<file path="src/rtl/i2c_rb_pkg.sv">
package i2c_rb_pkg;

    localparam int unsigned BYTE_W    = 8;
    localparam int unsigned STRAP_BIT = 2;
    localparam int unsigned STAT_N    = 4;

    localparam logic [7:0] STAT_ADDR [STAT_N] = '{8'h28, 8'h2A, 8'h2B, 8'h2C};

    typedef enum logic [3:0] {
        ST_IDLE,
        ST_ADDR,
        ST_ADDR_ACK,
        ST_SUB,
        ST_SUB_ACK,
        ST_WDATA,
        ST_WDATA_ACK,
        ST_RDATA,
        ST_RDATA_ACK,
        ST_SKIP
    } xfer_state_e;

    typedef struct packed {
        logic scl;
        logic sda;
        logic scl_rise;
        logic scl_fall;
        logic start;
        logic stop;
    } bus_evt_t;

    typedef struct packed {
        logic       stb;
        logic [7:0] addr;
        logic [7:0] data;
    } wr_req_t;

    function automatic logic [6:0] dev_addr(input logic [6:0] base, input logic strap);
        logic [6:0] a;
        a = base;
        a[STRAP_BIT] = strap;
        return a;
    endfunction

    function automatic logic in_window(input logic [7:0] a, input logic [7:0] lo,
                                       input logic [7:0] hi);
        return (a >= lo) && (a <= hi);
    endfunction

endpackage

</file>
<file path="src/rtl/i2c_rb_sync.sv">
module i2c_rb_sync
    import i2c_rb_pkg::*;
#(
    parameter int unsigned SYNC_STAGES = 2
) (
    input  logic     clk,
    input  logic     rst,
    input  logic     scl_i,
    input  logic     sda_i,
    output bus_evt_t evt
);
    localparam int unsigned N = SYNC_STAGES;

    logic [N:0] scl_v;
    logic [N:0] sda_v;

    always_ff @(posedge clk) begin
        if (rst) begin
            scl_v <= '1;
            sda_v <= '1;
        end else begin
            scl_v <= {scl_v[N-1:0], scl_i};
            sda_v <= {sda_v[N-1:0], sda_i};
        end
    end

    logic scl_s, scl_q, sda_s, sda_q;
    assign scl_s = scl_v[N-1];
    assign scl_q = scl_v[N];
    assign sda_s = sda_v[N-1];
    assign sda_q = sda_v[N];

    always_comb begin
        evt.scl      = scl_s;
        evt.sda      = sda_s;
        evt.scl_rise = scl_s & ~scl_q;
        evt.scl_fall = ~scl_s & scl_q;
        evt.start    = scl_s & scl_q & sda_q & ~sda_s;
        evt.stop     = scl_s & scl_q & ~sda_q & sda_s;
    end

endmodule

</file>
<file path="src/rtl/i2c_rb_engine.sv">
module i2c_rb_engine
    import i2c_rb_pkg::*;
#(
    parameter logic [6:0] DEV_BASE = 7'b1101011
) (
    input  logic       clk,
    input  logic       rst,
    input  bus_evt_t   evt,
    input  logic       strap,
    input  logic [7:0] rd_data,
    output wr_req_t    wr,
    output logic [7:0] ptr,
    output logic       sda_oe
);
    localparam logic [3:0] FULL = 4'(BYTE_W);

    xfer_state_e state;
    logic [7:0]  shreg;
    logic [3:0]  bitcnt;
    logic        rw_q;
    logic        mack_q;

    logic [6:0] my_addr;
    logic       rx_phase;
    logic       byte_full;

    assign my_addr   = dev_addr(DEV_BASE, strap);
    assign rx_phase  = (state == ST_ADDR) || (state == ST_SUB) || (state == ST_WDATA);
    assign byte_full = (bitcnt == FULL);

    always_ff @(posedge clk) begin
        wr.stb <= 1'b0;
        if (rst) begin
            state  <= ST_IDLE;
            shreg  <= '0;
            bitcnt <= '0;
            rw_q   <= 1'b0;
            mack_q <= 1'b0;
            ptr    <= '0;
            sda_oe <= 1'b0;
            wr     <= '0;
        end else if (evt.start) begin
            state  <= ST_ADDR;
            bitcnt <= '0;
            sda_oe <= 1'b0;
        end else if (evt.stop) begin
            state  <= ST_IDLE;
            bitcnt <= '0;
            sda_oe <= 1'b0;
        end else begin
            if (rx_phase && evt.scl_rise && !byte_full) begin
                shreg  <= {shreg[6:0], evt.sda};
                bitcnt <= bitcnt + 4'd1;
            end
            unique case (state)
                ST_ADDR: begin
                    if (evt.scl_fall && byte_full) begin
                        bitcnt <= '0;
                        if (shreg[7:1] == my_addr) begin
                            sda_oe <= 1'b1;
                            rw_q   <= shreg[0];
                            state  <= ST_ADDR_ACK;
                        end else begin
                            state <= ST_SKIP;
                        end
                    end
                end
                ST_SUB: begin
                    if (evt.scl_fall && byte_full) begin
                        bitcnt <= '0;
                        ptr    <= shreg;
                        sda_oe <= 1'b1;
                        state  <= ST_SUB_ACK;
                    end
                end
                ST_WDATA: begin
                    if (evt.scl_fall && byte_full) begin
                        bitcnt  <= '0;
                        wr.stb  <= 1'b1;
                        wr.addr <= ptr;
                        wr.data <= shreg;
                        ptr     <= ptr + 8'd1;
                        sda_oe  <= 1'b1;
                        state   <= ST_WDATA_ACK;
                    end
                end
                ST_ADDR_ACK: begin
                    if (evt.scl_fall) begin
                        if (rw_q) begin
                            shreg  <= rd_data;
                            sda_oe <= ~rd_data[7];
                            bitcnt <= 4'd1;
                            state  <= ST_RDATA;
                        end else begin
                            sda_oe <= 1'b0;
                            bitcnt <= '0;
                            state  <= ST_SUB;
                        end
                    end
                end
                ST_SUB_ACK, ST_WDATA_ACK: begin
                    if (evt.scl_fall) begin
                        sda_oe <= 1'b0;
                        bitcnt <= '0;
                        state  <= ST_WDATA;
                    end
                end
                ST_RDATA: begin
                    if (evt.scl_fall) begin
                        if (byte_full) begin
                            sda_oe <= 1'b0;
                            ptr    <= ptr + 8'd1;
                            state  <= ST_RDATA_ACK;
                        end else begin
                            sda_oe <= ~shreg[6];
                            shreg  <= {shreg[6:0], 1'b0};
                            bitcnt <= bitcnt + 4'd1;
                        end
                    end
                end
                ST_RDATA_ACK: begin
                    if (evt.scl_rise) begin
                        mack_q <= ~evt.sda;
                    end
                    if (evt.scl_fall) begin
                        if (mack_q) begin
                            shreg  <= rd_data;
                            sda_oe <= ~rd_data[7];
                            bitcnt <= 4'd1;
                            state  <= ST_RDATA;
                        end else begin
                            state <= ST_IDLE;
                        end
                    end
                end
                default: ;
            endcase
        end
    end

    // a matched address is acknowledged for the whole ack slot
    p_ack_matched_r1: assert property (@(posedge clk) disable iff (rst)
        (state == ST_ADDR_ACK) |-> sda_oe);

    // an unaddressed target keeps off the bus
    p_skip_quiet_r2: assert property (@(posedge clk) disable iff (rst)
        (state == ST_SKIP) |-> !sda_oe && !wr.stb);

    // register writes originate only from the data phase
    p_wr_from_data_r3: assert property (@(posedge clk) disable iff (rst)
        wr.stb |-> ($past(state) == ST_WDATA));

    // read pointer steps once per transmitted byte
    p_rd_ptr_step_r7: assert property (@(posedge clk) disable iff (rst)
        (state == ST_RDATA_ACK && $past(state) == ST_RDATA) |-> (ptr == $past(ptr) + 8'd1));

    // own SDA drive moves only while SCL is low
    p_sda_move_low_r10: assert property (@(posedge clk) disable iff (rst)
        (sda_oe != $past(sda_oe)) |-> !evt.scl);

endmodule

</file>
<file path="src/rtl/i2c_rb_regs.sv">
module i2c_rb_regs
    import i2c_rb_pkg::*;
#(
    parameter int unsigned               NUM_REGS = 34,
    parameter int unsigned               WIN_LO   = 0,
    parameter logic [NUM_REGS*8-1:0]     RST_ONES = '0
) (
    input  logic                  clk,
    input  logic                  rst,
    input  wr_req_t               wr,
    output logic [NUM_REGS*8-1:0] regs_o
);
    localparam logic [7:0] LO_A = 8'(WIN_LO);
    localparam logic [7:0] HI_A = 8'(WIN_LO + NUM_REGS - 1);

    for (genvar i = 0; i < NUM_REGS; i++) begin : g_reg
        localparam logic [7:0] MY_ADDR = 8'(WIN_LO + i);
        always_ff @(posedge clk) begin
            if (rst) begin
                regs_o[i*8 +: 8] <= RST_ONES[i*8 +: 8];
            end else if (wr.stb && (wr.addr == MY_ADDR)) begin
                regs_o[i*8 +: 8] <= wr.data;
            end
        end
    end

    // a write outside the window leaves the bank untouched
    p_outside_keep_r5: assert property (@(posedge clk) disable iff (rst)
        (wr.stb && !in_window(wr.addr, LO_A, HI_A)) |=> (regs_o == $past(regs_o)));

endmodule

</file>
<file path="src/rtl/i2c_rb_rdmux.sv">
module i2c_rb_rdmux
    import i2c_rb_pkg::*;
(
    input  logic [7:0]          ptr,
    input  logic [STAT_N*8-1:0] status_i,
    output logic [7:0]          rd_data
);
    logic [STAT_N-1:0] hit;

    for (genvar k = 0; k < STAT_N; k++) begin : g_hit
        assign hit[k] = (ptr == STAT_ADDR[k]);
    end

    always_comb begin
        rd_data = '0;
        for (int k = 0; k < STAT_N; k++) begin
            if (hit[k]) rd_data = rd_data | status_i[k*8 +: 8];
        end
    end

    // status slots never overlap
    always_comb begin
        p_hit_onehot_r6: assert ($onehot0(hit));
    end

    // unmapped subaddresses return zero
    always_comb begin
        p_unmapped_zero_r7: assert ((|hit) || (rd_data == 8'h00));
    end

endmodule

</file>
<file path="src/rtl/i2c_regbank_target.sv">
module i2c_regbank_target
    import i2c_rb_pkg::*;
#(
    parameter logic [6:0]            DEV_BASE    = 7'b1101011,
    parameter int unsigned           SYNC_STAGES = 2,
    parameter int unsigned           WIN_LO      = 0,
    parameter int unsigned           NUM_REGS    = 34,
    parameter logic [NUM_REGS*8-1:0] RST_ONES    = (NUM_REGS*8)'(32'h8000_4001)
) (
    input  logic                  clk,
    input  logic                  rst,
    input  logic                  scl_i,
    input  logic                  sda_i,
    output logic                  sda_oe,
    input  logic                  addr_sel,
    input  logic [STAT_N*8-1:0]   status_i,
    output logic [NUM_REGS*8-1:0] regs_o
);
    bus_evt_t   evt;
    wr_req_t    wr;
    logic [7:0] ptr;
    logic [7:0] rd_data;

    i2c_rb_sync #(.SYNC_STAGES(SYNC_STAGES)) u_sync (
        .clk   (clk),
        .rst   (rst),
        .scl_i (scl_i),
        .sda_i (sda_i),
        .evt   (evt)
    );

    i2c_rb_engine #(.DEV_BASE(DEV_BASE)) u_engine (
        .clk     (clk),
        .rst     (rst),
        .evt     (evt),
        .strap   (addr_sel),
        .rd_data (rd_data),
        .wr      (wr),
        .ptr     (ptr),
        .sda_oe  (sda_oe)
    );

    i2c_rb_regs #(
        .NUM_REGS (NUM_REGS),
        .WIN_LO   (WIN_LO),
        .RST_ONES (RST_ONES)
    ) u_regs (
        .clk    (clk),
        .rst    (rst),
        .wr     (wr),
        .regs_o (regs_o)
    );

    i2c_rb_rdmux u_rdmux (
        .ptr      (ptr),
        .status_i (status_i),
        .rd_data  (rd_data)
    );

endmodule

</file>
<file path="config.mk">
export PLATFORM = sky130hd
export DESIGN_NAME = i2c_regbank_target
export DESIGN_NICKNAME = d
export VERILOG_FILES = /design/src/rtl/i2c_rb_pkg.sv /design/src/rtl/i2c_rb_sync.sv /design/src/rtl/i2c_rb_engine.sv /design/src/rtl/i2c_rb_regs.sv /design/src/rtl/i2c_rb_rdmux.sv /design/src/rtl/i2c_regbank_target.sv
export SDC_FILE = /design/constraint.sdc
export NUM_CORES = 1
export LEC_CHECK = 0
export BUFFER_PORTS_ARGS = -buffer_cell sky130_fd_sc_hd__clkbuf_2
export CORE_ASPECT_RATIO = 1.2
export CORE_MARGIN = 8
export CORE_UTILIZATION = 55
export CTS_CLUSTER_SIZE = 16
export DETAILED_ROUTE_END_ITERATION = 7
export PLACE_DENSITY_LB_ADDON = 0.3
export SYNTH_ARGS = -nofsm -noshare
export SYNTH_HDL_FRONTEND = slang
export SYNTH_HIERARCHICAL = 1
export SYNTH_SLANG_ARGS = --single-unit
</file>
<file path="constraint.sdc">
create_clock -name clk -period 3.8 [get_ports clk]
set_input_delay 0.19 -clock clk [delete_from_list [all_inputs] [get_ports clk]]
set_output_delay 0.19 -clock clk [all_outputs]
set_load 0.03 [all_outputs]
</file>
==> flow_metrics.env, run 1 <==
export IMPL_slowest_stage="dfxtp_1"
export IMPL_drt_vias_per_instance=5.52
export IMPL_post_cts_setup_buffer_count=0
export IMPL_tightest_slew_ns=1.20
export IMPL_power_w=0.00681
export IMPL_htreeDepth=2
export IMPL_clock_latency_ns=0.51
export IMPL_timing_rr_end="u_engine/shreg[0]"
export IMPL_cts_root_buf="clkbuf_16"
export IMPL_coreArea_mm2=0.0255
export IMPL_die_area_mm2=0.0315
export IMPL_antenna_found_initial=0
export IMPL_final_antenna_net_count=0
export IMPL_grt_max_degree=254
export IMPL_period_share_pct=65.6
export IMPL_reg2reg_slack_ns=1.31
export IMPL_cap_violations=0
export IMPL_drt_pass1_iter_count=5
export IMPL_drive_gt1_share_pct=26.8
export IMPL_hold_path_end="u_engine/wr[3]"
export IMPL_overflow=0
export IMPL_cp_end_kind="flip-flop"
export IMPL_synth_nets=1425
export IMPL_wire_per_inst_um=19.8
export IMPL_drv_slew=0
export IMPL_power_density_mw_per_mm2=402
export IMPL_clockBufferDepth=3
export IMPL_cp_num_buf_inv=0
export IMPL_synth_cells=1385
export IMPL_setup_viol=0
export IMPL_hpwl_mm=26.1
export IMPL_max_freq_mhz=401
export IMPL_tns_ns=0
export IMPL_grt_pass1_wl_mm=60.7
export IMPL_crit_chain="nand2_1 > nand4_2 > mux2_2 > a221oi_1 > nor2_1"
export IMPL_cts_made_buffers=34
export IMPL_drc_errors=0
export IMPL_yosysWarnings=6
export IMPL_routed_via_count=10943
export IMPL_hp_class="primary input to flip-flop"
export IMPL_leakage_nw=8.21
export IMPL_portBuffers=309
export IMPL_syn_avg_cell_area_um2=10.3
export IMPL_fin_nets=1667
export IMPL_layoutNonFillerInstCount=1981
export IMPL_clk_pin_slew_ns=0.06
export IMPL_placedCellCount=1919
export IMPL_grtUsageTotal_pct=24.0
export IMPL_hold_viol_final=0
export IMPL_period_needed_ns=2.49
export IMPL_required_ns=4.19
export IMPL_fp_dieW_um=163
export IMPL_dieHeight_um=193
export IMPL_status="finished, final reports clean"
export IMPL_min_from="rst"
export IMPL_arrival_ns=2.88
export IMPL_std_cell_rows=64
export IMPL_antenna_cells=0
export IMPL_r2r_start="u_engine/state[1]"
export IMPL_min_path_cells=2
export IMPL_ios=310
export IMPL_grt_pass1_vias=10979
export IMPL_cp_max_fo=20
export IMPL_skew_ns=0.0144
export IMPL_start_util_pct=56.0
export IMPL_initialDrtViolationCount=694
export IMPL_worst_path_largest_cell_delay_ns=0.74
export IMPL_area_delta_synth_final_pct=18.4
export IMPL_place_gp_congestion=0.961
export IMPL_peakVddDrop_v=0.000369
export IMPL_crit_path_start_kind="flip-flop"
export IMPL_ctsResizeCount=0
export IMPL_cts_sinks=322
export IMPL_max_slew_margin_pct=19.5
export IMPL_netlist_area_mm2=0.0143
export IMPL_routed_wl_mm=39.2
export IMPL_critical_path_class="flip-flop to flip-flop"
export IMPL_critPathTopFamily="simple AND/OR/NAND/NOR gates"
export IMPL_reg2regPathDepth=5
export IMPL_cts_tree="done"
export IMPL_rsz0062_at_grt="false"
==> sequential cells by signal, indices dropped and copies added (netlist names) <==
register	count
u_regs/regs_o	272
u_engine/wr	17
u_engine/ptr	8
u_engine/shreg	8
u_engine/bitcnt	4
u_engine/state	4
u_sync/scl_v	3
u_sync/sda_v	3
u_engine/mack_q	1
u_engine/rw_q	1
u_engine/sda_oe	1
==> power breakdown <==
group / internal (W) / total (W) / switching (W)
clock network: 0.00192 / 0.00324 / 0.00133
logic: 0.0000896 / 0.000174 / 0.0000845
registers: 0.00338 / 0.00339 / 0.0000127
==> stage by stage <==
step	hold WS, ns	instance area (µm²)	utilization [%]	setup WS (ns)
2_1_floorplan	0.287	14300	-	1.91
6_report	0.0951	16900	66.3	1.31
3_5_place_dp	0.382	15800	62.0	1.39
3_3_place_gp	0.371	15800	62.0	1.41
5_1_grt	0.116	16900	66.3	1.16
4_1_cts	0.0910	16900	66.3	1.37
==> routing by layer <==
| layer | track usage (%) | wire (µm) |
|---|---|---|
| met4 | 9.12 | 1240 |
| met1 | 28.8 | 15900 |
| met2 | 41.2 | 19300 |
| met5 | 0 | 0 |
| met3 | 5.23 | 2750 |
==> layout make-up <==
class,instances,area (µm²)
flip-flops and latches,322,6450
repair buffers,317,1630
inverters,8,30.0
clock buffers,51,976
fillers,2054,8600
clock inverters,9,105
well taps,330,413
multi-input cells,944,7340
==> how the worst max path moves through the flow <==
stage | start | to | slack [ns] | cells past startpoint
2_1_floorplan | u_sync/sda_v[1] | u_engine/wr[14] | 1.91 | 7
3_3_place_gp | u_engine/state[1] | u_engine/shreg[0] | 1.41 | 5
3_5_place_dp | u_engine/state[1] | u_engine/shreg[0] | 1.39 | 5
4_1_cts | u_engine/state[1] | u_engine/shreg[0] | 1.37 | 5
5_1_grt | u_engine/state[1] | u_engine/shreg[0] | 1.16 | 5
6_report | u_engine/state[1] | u_engine/shreg[0] | 1.31 | 5
==> what timing repair did <==
action,in CTS,in global routing
endpoints found under the hold margin,2,0
hold buffers,2,0
endpoints found under the setup margin,0,0
==> cells in the final DEF, fill, tap and decap left out, types with 11 or more instances in the layout <==
cell / n
nand2b_1: 275
nand2_1: 65
nand3_4: 26
nor2_1: 34
clkbuf_2: 308
dfxtp_1: 322
mux2_2: 11
a21oi_1: 56
clkbuf_1: 12
clkbuf_16: 35
o21ai_0: 29
mux2i_1: 279
Note: power is estimated with default switching activity, not from simulation.
==> run 2, diff against run 1 <==
--- a/config.mk
+++ b/config.mk
@@ -8,7 +8,7 @@
 export BUFFER_PORTS_ARGS = -buffer_cell sky130_fd_sc_hd__clkbuf_2
 export CORE_ASPECT_RATIO = 1.2
 export CORE_MARGIN = 8
-export CORE_UTILIZATION = 55
+export CORE_UTILIZATION = 49
 export CTS_CLUSTER_SIZE = 16
 export DETAILED_ROUTE_END_ITERATION = 7
 export PLACE_DENSITY_LB_ADDON = 0.3
==> constraint.sdc (replaced) <==
create_clock -name clk -period 2.1 [get_ports clk]
set_input_delay 0.105 -clock clk [delete_from_list [all_inputs] [get_ports clk]]
set_output_delay 0.105 -clock clk [all_outputs]
set_load 0.03 [all_outputs]
==> run 2 against run 1 <==
Setup slack got worse by 1.2 ns. Clock skew rose by 0.0019 ns. Die area rose by 11%. Final area rose by 4.3%. Critical path type unchanged.
==> flow_metrics.env, run 2 (synthesized netlist as in run 1, its figures left out) <==
export IMPL_htreeDepth=2
export IMPL_post_cts_setup_buffer_count=0
export IMPL_critical_path_class="flip-flop to flip-flop"
export IMPL_reg2reg_slack_ns=0.11
export IMPL_grt_pass1_wl_mm=62.7
export IMPL_largest_reg_flops=272
export IMPL_skew_ns=0.0163
export IMPL_overflow=0
export IMPL_reg2regPathDepth=7
export IMPL_final_common_cell="dfxtp_1"
export IMPL_initialDrtViolationCount=783
export IMPL_cts_sinks=322
export IMPL_clock_latency_ns=0.51
export IMPL_placedCellCount=2035
export IMPL_dieHeight_um=203
export IMPL_pwr_share_clk_pct=49.1
export IMPL_drt_pass1_iter_count=5
export IMPL_switchingPower_w=0.00268
export IMPL_pwr_share_seq_pct=48.1
export IMPL_portBuffers=309
export IMPL_regMostFlops="u_regs/regs_o"
export IMPL_wire_per_inst_um=19.3
export IMPL_dp_slack_ns=0.0827
export IMPL_drc_errors=0
export IMPL_max_slew_margin_pct=49.3
export IMPL_top_regs="u_regs/regs_o: 272 flops, u_engine/wr: 17 flops"
export IMPL_clockBufferDepth=3
export IMPL_hold_path_end="u_engine/shreg[5]"
export IMPL_slowest_stage="or4_1"
export IMPL_tightest_slew_ns=0.761
export IMPL_hp_class="primary input to flip-flop"
export IMPL_crit_chain="and4b_1 > or2_1 > buf_4 > or4_1 > buf_4 > nand2_1 > a21oi_1"
export IMPL_setup_viol=0
export IMPL_arrival_ns=2.36
export IMPL_cp_num_buf_inv=2
export IMPL_ios=310
export IMPL_fp_dieW_um=172
export IMPL_cts_made_buffers=35
export IMPL_mostFrequentLayoutCells="321 x dfxtp_1, 308 x clkbuf_2, 279 x mux2i_1"
export IMPL_area_delta_synth_final_pct=23.5
export IMPL_fin_nets=1730
export IMPL_start_util_pct=49.8
export IMPL_switching_share_pct=21.0
export IMPL_final_antenna_net_count=0
export IMPL_routed_via_count=11124
export IMPL_die_area_mm2=0.0349
export IMPL_place_gp_congestion=0.883
export IMPL_cap_violations=0
export IMPL_crit_path_start_kind="flip-flop"
export IMPL_grt_pass1_vias=11138
export IMPL_rsz0062_at_grt="false"
export IMPL_cp_end_kind="flip-flop"
export IMPL_antenna_found_initial=0
export IMPL_leakage_nw=8.61
export IMPL_antenna_cells=0
export IMPL_drv_slew=0
export IMPL_holdWs_ns=0.0726
export IMPL_grtUsageTotal_pct=22.4
export IMPL_r2r_start="u_sync/sda_v[1]"
export IMPL_tns_ns=0
export IMPL_cts_root_buf="clkbuf_16"
export IMPL_coreArea_mm2=0.0288
export IMPL_critPathTopFamily="simple AND/OR/NAND/NOR gates"
export IMPL_drt_vias_per_instance=5.29
export IMPL_std_cell_rows=68
export IMPL_drive_gt1_share_pct=29.9
export IMPL_status="finished, final reports clean"
export IMPL_grt_max_degree=106
export IMPL_power_density_mw_per_mm2=721
export IMPL_routed_wl_mm=40.6
export IMPL_layoutNonFillerInstCount=2102
export IMPL_placed_area_mm2=0.0164
export IMPL_internal_power_w=0.0101
export IMPL_required_ns=2.47
export IMPL_max_freq_mhz=502
export IMPL_hold_viol_final=0
export IMPL_hpwl_mm=28.6
export IMPL_worst_path_largest_cell_delay_ns=0.49
export IMPL_finalInstanceArea_mm2=0.0177
export IMPL_cts_tree="done"
export IMPL_min_path_cells=5
export IMPL_min_from="status_i[29]"
export IMPL_cp_max_fo=16
export IMPL_peakVddDrop_v=0.000569
export IMPL_timing_rr_end="u_engine/wr[14]"
export IMPL_cpMostUsedCell="buf_4"
export IMPL_period_share_pct=94.8
export IMPL_comb_power_share_pct=2.8
export IMPL_period_needed_ns=1.99
export IMPL_fin_ws_ns=0.108
export IMPL_clk_pin_slew_ns=0.06
==> run 2: worst max-delay path by stage <==
stage | from | endpoint | slack (ns) | depth (start not counted)
after CTS | u_sync/sda_v[1] | u_engine/wr[14] | 0.07 | 7
after global placement | u_sync/sda_v[1] | u_engine/wr[14] | 0.14 | 7
after floorplan | u_sync/sda_v[1] | u_engine/wr[14] | 0.21 | 7
final | u_sync/sda_v[1] | u_engine/wr[14] | 0.11 | 7
after detailed placement | u_sync/sda_v[1] | u_engine/wr[14] | 0.08 | 7
after global routing | u_sync/sda_v[1] | u_engine/wr[15] | 0.009 | 7
==> run 2: what timing repair did <==
action                                  CTS  global route
hold buffers                              3             0
gates resized for setup                   0             3
hold endpoints to repair                 22             0
endpoints found under the setup margin    0            24
==> run 2: per-stage QoR <==
stage                     total power (W)  util (%)
final                              0.0128      61.5
after global routing               0.0132      61.5
after CTS                          0.0129      61.4
after detailed placement          0.00662      57.2
after global placement            0.00661      57.2
after floorplan                   0.00651         -
==> run 2: layout make-up <==
type / instances / area, µm²
clock inverter: 11 / 129
tap: 385 / 482
fill: 2494 / 11100
multi-input combinational: 944 / 7350
sequential: 322 / 6450
timing repair buffer: 379 / 2170
clock buffer: 53 / 1060
inverter: 8 / 30.0
==> run 2: metal layers <==
metal | vias up | GRT usage, % | wire, µm
met4 | 0 | 6.88 | 1080
met3 | 61 | 4.18 | 2440
li1 | 5367 | - | -
met1 | 5391 | 27.5 | 17000
met5 | - | 0 | 0
met2 | 305 | 38.9 | 20100
==> run 2: power groups by stage <==
stage / registers (W) / logic, W / clock network [W]
after global routing: 0.00613 / 0.000381 / 0.00667
after floorplan: 0.00627 / 0.000240 / 0
after CTS: 0.00613 / 0.000355 / 0.00641
after global placement: 0.00627 / 0.000348 / 0
final: 0.00613 / 0.000357 / 0.00627
after detailed placement: 0.00627 / 0.000350 / 0
==> run 2: worst reg2reg max path: stages, from the launching register on <==
cell,delay (ns)
dfxtp_2,0.35
and4b_1,0.22
or2_1,0.28
buf_4,0.17
or4_1,0.49
buf_4,0.20
nand2_1,0.08
a21oi_1,0.06
